$ cat config.mk
export PLATFORM = sky130hd
export DESIGN_NAME = wct_tracker
export DESIGN_NICKNAME = d
export VERILOG_FILES = /design/src/rtl/wct_pkg.sv /design/src/rtl/wct_match.sv /design/src/rtl/wct_first.sv /design/src/rtl/wct_tracker.sv
export SDC_FILE = /design/constraint.sdc
export NUM_CORES = 2
export LEC_CHECK = 0
export BUFFER_PORTS_ARGS = -buffer_cell sky130_fd_sc_hd__buf_2
export CORE_MARGIN = 3
export CORE_UTILIZATION = 30
export DETAILED_ROUTE_END_ITERATION = 7
export GPL_TIMING_DRIVEN = 0
export SLEW_MARGIN = 30
export SYNTH_ARGS = -nofsm -noshare
export SYNTH_HDL_FRONTEND = slang
export SYNTH_HIERARCHICAL = 1
export SYNTH_SLANG_ARGS = --single-unit
$ cat constraint.sdc
create_clock -name clk -period 7.3 [get_ports clk]
set_input_delay 1.46 -clock clk [delete_from_list [all_inputs] [get_ports clk]]
set_output_delay 1.46 -clock clk [all_outputs]
set_load 0.03 [all_outputs]
$ cat src/rtl/wct_pkg.sv
package wct_pkg;

    parameter int WCT_SEQ_W  = 16;
    parameter int WCT_PORT_W = 4;
    parameter int WCT_CNT_W  = 6;

    typedef logic [WCT_SEQ_W-1:0]  seq_t;
    typedef logic [WCT_PORT_W-1:0] port_t;
    typedef logic [WCT_CNT_W-1:0]  cnt_t;

    localparam cnt_t CNT_MAX = '1;

    typedef struct packed {
        logic  vld;
        logic  drained;
        seq_t  seq;
        port_t port;
        cnt_t  cnt;
    } entry_t;

    function automatic cnt_t cnt_step(cnt_t base, logic inc, logic dec);
        cnt_t r;
        r = base;
        if (inc && !dec) r = base + cnt_t'(1);
        if (dec && !inc) r = base - cnt_t'(1);
        return r;
    endfunction

endpackage

$ cat src/rtl/wct_match.sv
module wct_match
    import wct_pkg::*;
#(
    parameter int N = 16
) (
    input  logic [N-1:0] vld,
    input  seq_t [N-1:0] seqs,
    input  seq_t         key,
    output logic [N-1:0] hit
);
    for (genvar i = 0; i < N; i++) begin : g_cmp
        assign hit[i] = vld[i] && (seqs[i] == key);
    end
endmodule

$ cat src/rtl/wct_first.sv
module wct_first #(
    parameter int N  = 16,
    parameter int IW = 4
) (
    input  logic [N-1:0]  req,
    output logic          any,
    output logic [IW-1:0] idx
);
    always_comb begin
        any = 1'b0;
        idx = '0;
        for (int i = N - 1; i >= 0; i--) begin
            if (req[i]) begin
                any = 1'b1;
                idx = IW'(i);
            end
        end
    end
endmodule

$ cat src/rtl/wct_tracker.sv
module wct_tracker
    import wct_pkg::*;
#(
    parameter int ENTRIES = 16
) (
    input  logic  clk,
    input  logic  rst,
    input  logic  req_valid_i,
    input  seq_t  req_seq_i,
    input  port_t req_port_i,
    output logic  req_ready_o,
    input  logic  early_ack_i,
    output logic  slot_rel_o,
    input  logic  cmpl_valid_i,
    input  seq_t  cmpl_seq_i,
    input  logic  drain_valid_i,
    input  seq_t  drain_seq_i,
    output logic  token_o,
    input  logic  sync_valid_i,
    input  seq_t  sync_seq_i,
    output logic  sync_valid_o,
    output seq_t  sync_seq_o,
    output logic  resp_valid_o,
    input  logic  resp_ready_i,
    output seq_t  resp_seq_o,
    output port_t resp_port_o,
    output logic  err_o
);
    localparam int IW = (ENTRIES > 1) ? $clog2(ENTRIES) : 1;

    entry_t [ENTRIES-1:0] tbl_q, tbl_d;
    logic   [ENTRIES-1:0] vld_vec, free_vec, done_vec, nz_vec, max_vec;
    seq_t   [ENTRIES-1:0] seq_vec;
    logic   [ENTRIES-1:0] req_hit, ack_hit, drn_hit;

    logic          free_any, done_any;
    logic [IW-1:0] free_idx, done_idx, sel_idx;
    logic          hold_q, hold_d;
    logic [IW-1:0] hold_idx_q;
    logic          req_any, req_full_hit, req_fire, resp_fire, ack_bad;
    logic          err_q, slot_q, tok_q, sync_q;
    seq_t          sync_seq_q;

    for (genvar i = 0; i < ENTRIES; i++) begin : g_vec
        assign vld_vec[i]  = tbl_q[i].vld;
        assign seq_vec[i]  = tbl_q[i].seq;
        assign free_vec[i] = !tbl_q[i].vld;
        assign nz_vec[i]   = tbl_q[i].cnt != '0;
        assign max_vec[i]  = tbl_q[i].cnt == CNT_MAX;
        assign done_vec[i] = tbl_q[i].vld && tbl_q[i].drained && !nz_vec[i];
    end

    wct_match #(.N(ENTRIES)) u_req_match (
        .vld(vld_vec), .seqs(seq_vec), .key(req_seq_i), .hit(req_hit));
    wct_match #(.N(ENTRIES)) u_ack_match (
        .vld(vld_vec), .seqs(seq_vec), .key(cmpl_seq_i), .hit(ack_hit));
    wct_match #(.N(ENTRIES)) u_drn_match (
        .vld(vld_vec), .seqs(seq_vec), .key(drain_seq_i), .hit(drn_hit));

    wct_first #(.N(ENTRIES), .IW(IW)) u_free_pick (
        .req(free_vec), .any(free_any), .idx(free_idx));
    wct_first #(.N(ENTRIES), .IW(IW)) u_done_pick (
        .req(done_vec), .any(done_any), .idx(done_idx));

    // admission: existing instruction needs counter headroom, new one a free slot
    assign req_any      = |req_hit;
    assign req_full_hit = |(req_hit & max_vec);
    assign req_ready_o  = req_any ? !req_full_hit : free_any;
    assign req_fire     = req_valid_i && req_ready_o;

    // response selection is frozen once a stalled response is visible
    assign sel_idx      = hold_q ? hold_idx_q : done_idx;
    assign resp_valid_o = hold_q || done_any;
    assign resp_seq_o   = tbl_q[sel_idx].seq;
    assign resp_port_o  = tbl_q[sel_idx].port;
    assign resp_fire    = resp_valid_o && resp_ready_i;
    assign hold_d       = resp_valid_o && !resp_ready_i;

    assign ack_bad = cmpl_valid_i && !(|(ack_hit & nz_vec));

    always_comb begin
        tbl_d = tbl_q;
        for (int i = 0; i < ENTRIES; i++) begin
            logic alloc, inc, dec;
            alloc = req_fire && !req_any && (free_idx == IW'(i));
            inc   = alloc || (req_fire && req_hit[i]);
            dec   = cmpl_valid_i && ack_hit[i] && nz_vec[i];
            if (alloc) begin
                tbl_d[i].vld     = 1'b1;
                tbl_d[i].drained = 1'b0;
                tbl_d[i].seq     = req_seq_i;
                tbl_d[i].port    = req_port_i;
                tbl_d[i].cnt     = cnt_step('0, inc, 1'b0);
            end else begin
                tbl_d[i].cnt = cnt_step(tbl_q[i].cnt, inc, dec);
            end
            if (drain_valid_i && drn_hit[i]) tbl_d[i].drained = 1'b1;
            if (resp_fire && (sel_idx == IW'(i))) tbl_d[i].vld = 1'b0;
        end
    end

    always_ff @(posedge clk) begin
        if (rst) begin
            tbl_q      <= '0;
            hold_q     <= 1'b0;
            hold_idx_q <= '0;
            err_q      <= 1'b0;
            slot_q     <= 1'b0;
            tok_q      <= 1'b0;
            sync_q     <= 1'b0;
            sync_seq_q <= '0;
        end else begin
            tbl_q      <= tbl_d;
            hold_q     <= hold_d;
            hold_idx_q <= sel_idx;
            err_q      <= err_q | ack_bad;
            slot_q     <= early_ack_i;
            tok_q      <= drain_valid_i;
            sync_q     <= sync_valid_i;
            sync_seq_q <= sync_seq_i;
        end
    end

    assign err_o        = err_q;
    assign slot_rel_o   = slot_q;
    assign token_o      = tok_q;
    assign sync_valid_o = sync_q;
    assign sync_seq_o   = sync_seq_q;

endmodule

==> metrics.md <==
| Metric | Value |
|---|---|
| Status | `finished with violations` |
| Failing checks | `negative setup slack` |
| Die height | `347 um` |
| Normalized max-slew margin | `about a fifth` |
| Hold Fails Final Rpt | `0` |
| Detailed Route WL | `between 150000 and 200000 um` |
| First-pass GRT wire length | `about 240000 um` |
| VDD IR max | `0.000199 V` |
| Longest Clk Path Bufs | `3` |
| Worst Path Arrival | `about 6.0 ns` |
| Placed Area | `roughly 37000 um^2` |
| Multi-input gate area | `23600 um^2` |
| Worst setup path class | `input port to output port` |
| WL/cell | `30.8 um` |
| Total track usage | `~28%` |
| Final Cell Area | `slightly below 40000 um^2` |
| Pre-antenna DRT Iters | `5` |
| Distinct cells, synth | `~60` |
| Post-Syn Area per Cell | `roughly 8.7 um^2` |
| Layout cells sized above 1 | `between 10% and 20%` |
| Buffers plus inverters on the worst setup path | `8` |
| Ys Warns | `6` |
| CP most frequent cell | `buf_2` |
| Mapped Cells | `3997` |
| Mapped Nets | `between 4000 and 5000` |
| CTS tree | `done` |
| Rows | `~120` |
| Final Cycle Share | `102%` |
| Final min period | `7.42 ns` |
| Max stage delay on crit path | `0.61 ns` |
| Seq/Total Area, Yosys | `27.2%` |
| PortBufs | `85` |
| Initial core utilization | `between 30% and 40%` |
| Crit path capture type | `output port` |
| Clock Latency Late Sink | `0.73 ns` |
| Cells along the critical path | `buf_2 > buf_6 > buf_4 > xnor2_1 > nand4_1 > nor4_4 > buf_2 > nand4_1 > nor2_1 > nor4_1 > and4_1 > buf_2 > clkbuf_2 > buf_2 > mux2_2 > buf_2` |
| Vias | `33600` |
| Pwr dens | `between 150 and 200 nW/um^2` |
| Final ANT Viol Nets | `0` |
| Async set-reset flop share out of synthesis | `0%` |
| Min-Delay Path Class | `flip-flop to flip-flop` |
| Clock root buffer | `clkbuf_16` |
| CTS Sinks | `about 470` |
| Cts bufs inserted | `57` |
| Die area | `120000 um^2` |
| Number of antenna violations at the first check in global routing | `7` |
| Max-slew violations | `0` |
| Setup Viol. Count Final | `1` |
| Register clock-pin slew on the reported worst setup and hold paths | `roughly 0.060 ns` |
| Required time of the critical path | `5.84 ns` |
| Clock skew | `0.103 ns` |
| EDFF count, synth | `0` |
| Most used DFF post-synth | `dfxtp_1` |
| Leakage power | `roughly 0.013 uW` |
| Area Overhead vs Synth | `13.2%` |
| Post-DP HPWL | `130000 um` |
| Synth Register Bits | `473` |
| Power Total | `approximately 6700 uW` |
| Crit-path slowest cell | `nor4_4` |
| Slew @ Worst Pin | `between 1 and 1.5 ns` |
| Final layout net count | `4299` |
| Largest net degree at the start of global routing | `20` |
| GP Congestion | `approximately 1.0` |
| Post-CTS Hold Fix Bufs | `0` |
| Core Area | `115000 um^2` |
| Fillers | `between 10000 and 15000` |
| Via density | `5.89` |
| Drt drc | `0` |
| Die X | `347 um` |
| Startpoint types | `input port` |
| Max-Cap Viols | `0` |
| Register Area | `9470 um^2` |
| Number of global-route vias before repair | `about 31000` |
| Mapped cell area | `~35000 um^2` |
| Initial DRC Count | `about 4300` |
| PnR worst setup slack | `-0.120 ns` |
| IO Pins | `between 100 and 150` |
| Kind of cell adding the most delay to the critical path | `buffers and inverters` |
| CP max FO | `10` |
| Max Fclk | `approximately 130 MHz` |
| Grt total ovfl | `0` |
| H-tree depth | `2` |
[cell usage in the layout (no fill, tap or decap), drive strengths merged, types with 22 or more instances in the layout]
cell    netlist  routed
dfxtp       473     473
nand2       508     508
nor2        307     307
buf         160     240
o32ai        22      22
inv          49      53
o31ai        45      45
mux4         80      80
mux2i       182     182
ha           65      65
nand3        50      50
or3          27      27
clkbuf      149     226
a21oi       230     230
xnor2       611     611
xor2        222     222
and2         23      23
o21ai        32      32
nor3         69      69
nor2b        33      33
nor4        150     150
nand4       168     168
a31oi        57      57
a21o         27      27
a211oi       83      83
[registers in the layout, indices dropped and copies added, names as in the netlist, 4 cells and up]
register,flops
seq_vec,256
tbl_q,192
sync_seq_o,16
hold_idx_q,4
[metal layers]
layer	track usage [%]	up-vias	wire length, um
li1	-	14400	-
met5	0	-	14
met1	36.2	16300	69500
met4	17.0	2	12800
met2	40.8	2271	72100
met3	8.65	556	21300
[layout make-up]
cell class | instances | area share [%]
repair buffers | 87 | 1.14
inverters | 49 | 0.467
clock buffers | 71 | 3.88
plain buffers | 308 | 4.61
clock inverters | 33 | 1.19
flip-flops and latches | 473 | 24.0
multi-input cells | 3166 | 59.9
well taps | 1512 | 4.80
diodes | 2 | 0.0127
[final timing paths]
kind                             startpoint                       to  slack (ns)  depth (start not counted)
setup / recovery              req_seq_i[14]              req_ready_o       -0.12                         16
hold reg to reg     tbl_q[314]$_SDFFE_PP0N_  tbl_q[314]$_SDFFE_PP0N_        0.45                          2
setup reg to reg  seq_vec[177]$_SDFFE_PP0N_  tbl_q[229]$_SDFFE_PP0P_        1.08                         21
hold / removal      tbl_q[314]$_SDFFE_PP0N_  tbl_q[314]$_SDFFE_PP0N_        0.45                          2
[power by group]
part	internal, uW	total [uW]	switching, uW
clock network	1780	3140	1350
registers	2600	2640	37.6
logic	272	882	610
total	4660	6660	2000
[worst reg2reg max path, cell delays in order, from the launching register on]
cell and delay, ns:
dfxtp_1 0.63, xor2_1 0.27, nor4_2 0.08, nand4_1 0.31, nor4_2 0.15, buf_2 0.22, nor4_4 0.42, nand4_2 0.22
or2_1 0.29, buf_6 0.17, buf_6 0.18, nor3_2 0.51, clkbuf_1 0.84, nor3_1 0.31, ha_1 0.37, a21oi_1 0.19
nor2_1 0.07, a211o_1 0.22, a21o_1 0.21, a311oi_1 0.24, a31oi_1 0.09, mux2i_1 0.15
[metrics by stage]
stage,hold slack (ns),utilization [%],TNS (ns),worst slack (ns),cells
final,0.454,34.3,-0.120,-0.120,5701
after global routing,0.471,34.3,-0.00276,-0.00276,5699
after CTS,0.451,34.3,0,0.00209,5699
after detailed placement,0.443,32.4,-21.27,-0.900,5596
after global placement,0.436,32.4,-29.78,-1.00,5594
after floorplan,0.429,-,0,1.62,3997
[what timing repair did]
action / CTS / global route
endpoints found under the hold margin: 0 / 0
setup endpoints to repair: 21 / 28
pin swaps: 2 / 3
setup buffers: 0 / 0
gates resized for setup: 25 / 26
[cell usage after synthesis (all sizes together) (18+ instances only)]
| cell | count | area [um^2] |
|---|---|---|
| a211oi | 83 | 623 |
| dfxtp | 473 | 9470 |
| inv | 49 | 184 |
| a31oi | 57 | 357 |
| ha | 65 | 813 |
| nand2 | 508 | 1910 |
| and3 | 18 | 113 |
| a21o | 27 | 203 |
| xnor2 | 611 | 5350 |
| nor3 | 69 | 435 |
| o32ai | 22 | 193 |
| clkbuf | 149 | 559 |
| mux2i | 182 | 1820 |
| mux4 | 80 | 1800 |
| nand4 | 168 | 1060 |
| and2 | 23 | 144 |
| nor2b | 33 | 206 |
| or3 | 27 | 169 |
| nor4 | 150 | 1670 |
| xor2 | 222 | 1940 |
| o21ai | 32 | 160 |
| buf | 160 | 1190 |
| a221oi | 18 | 158 |
| a21oi | 230 | 1150 |
| nor2 | 307 | 1150 |
| o31ai | 45 | 338 |
| nand3 | 50 | 250 |
[logic make-up (layout without fill, tap and decap cells)]
family	after synthesis	in the layout	synth area share, %
other	0	2	0
AO/OA/AOI/OAI	597	597	11.2
XOR/XNOR	833	833	20.9
multiplexers	268	268	10.6
adder cells (fa/ha/maj)	81	81	3.26
AND/OR/NAND/NOR	1387	1387	21.3
buffers and inverters	358	548	5.55
flip-flops	473	473	27.2
Power figures use the tool's default switching activity.
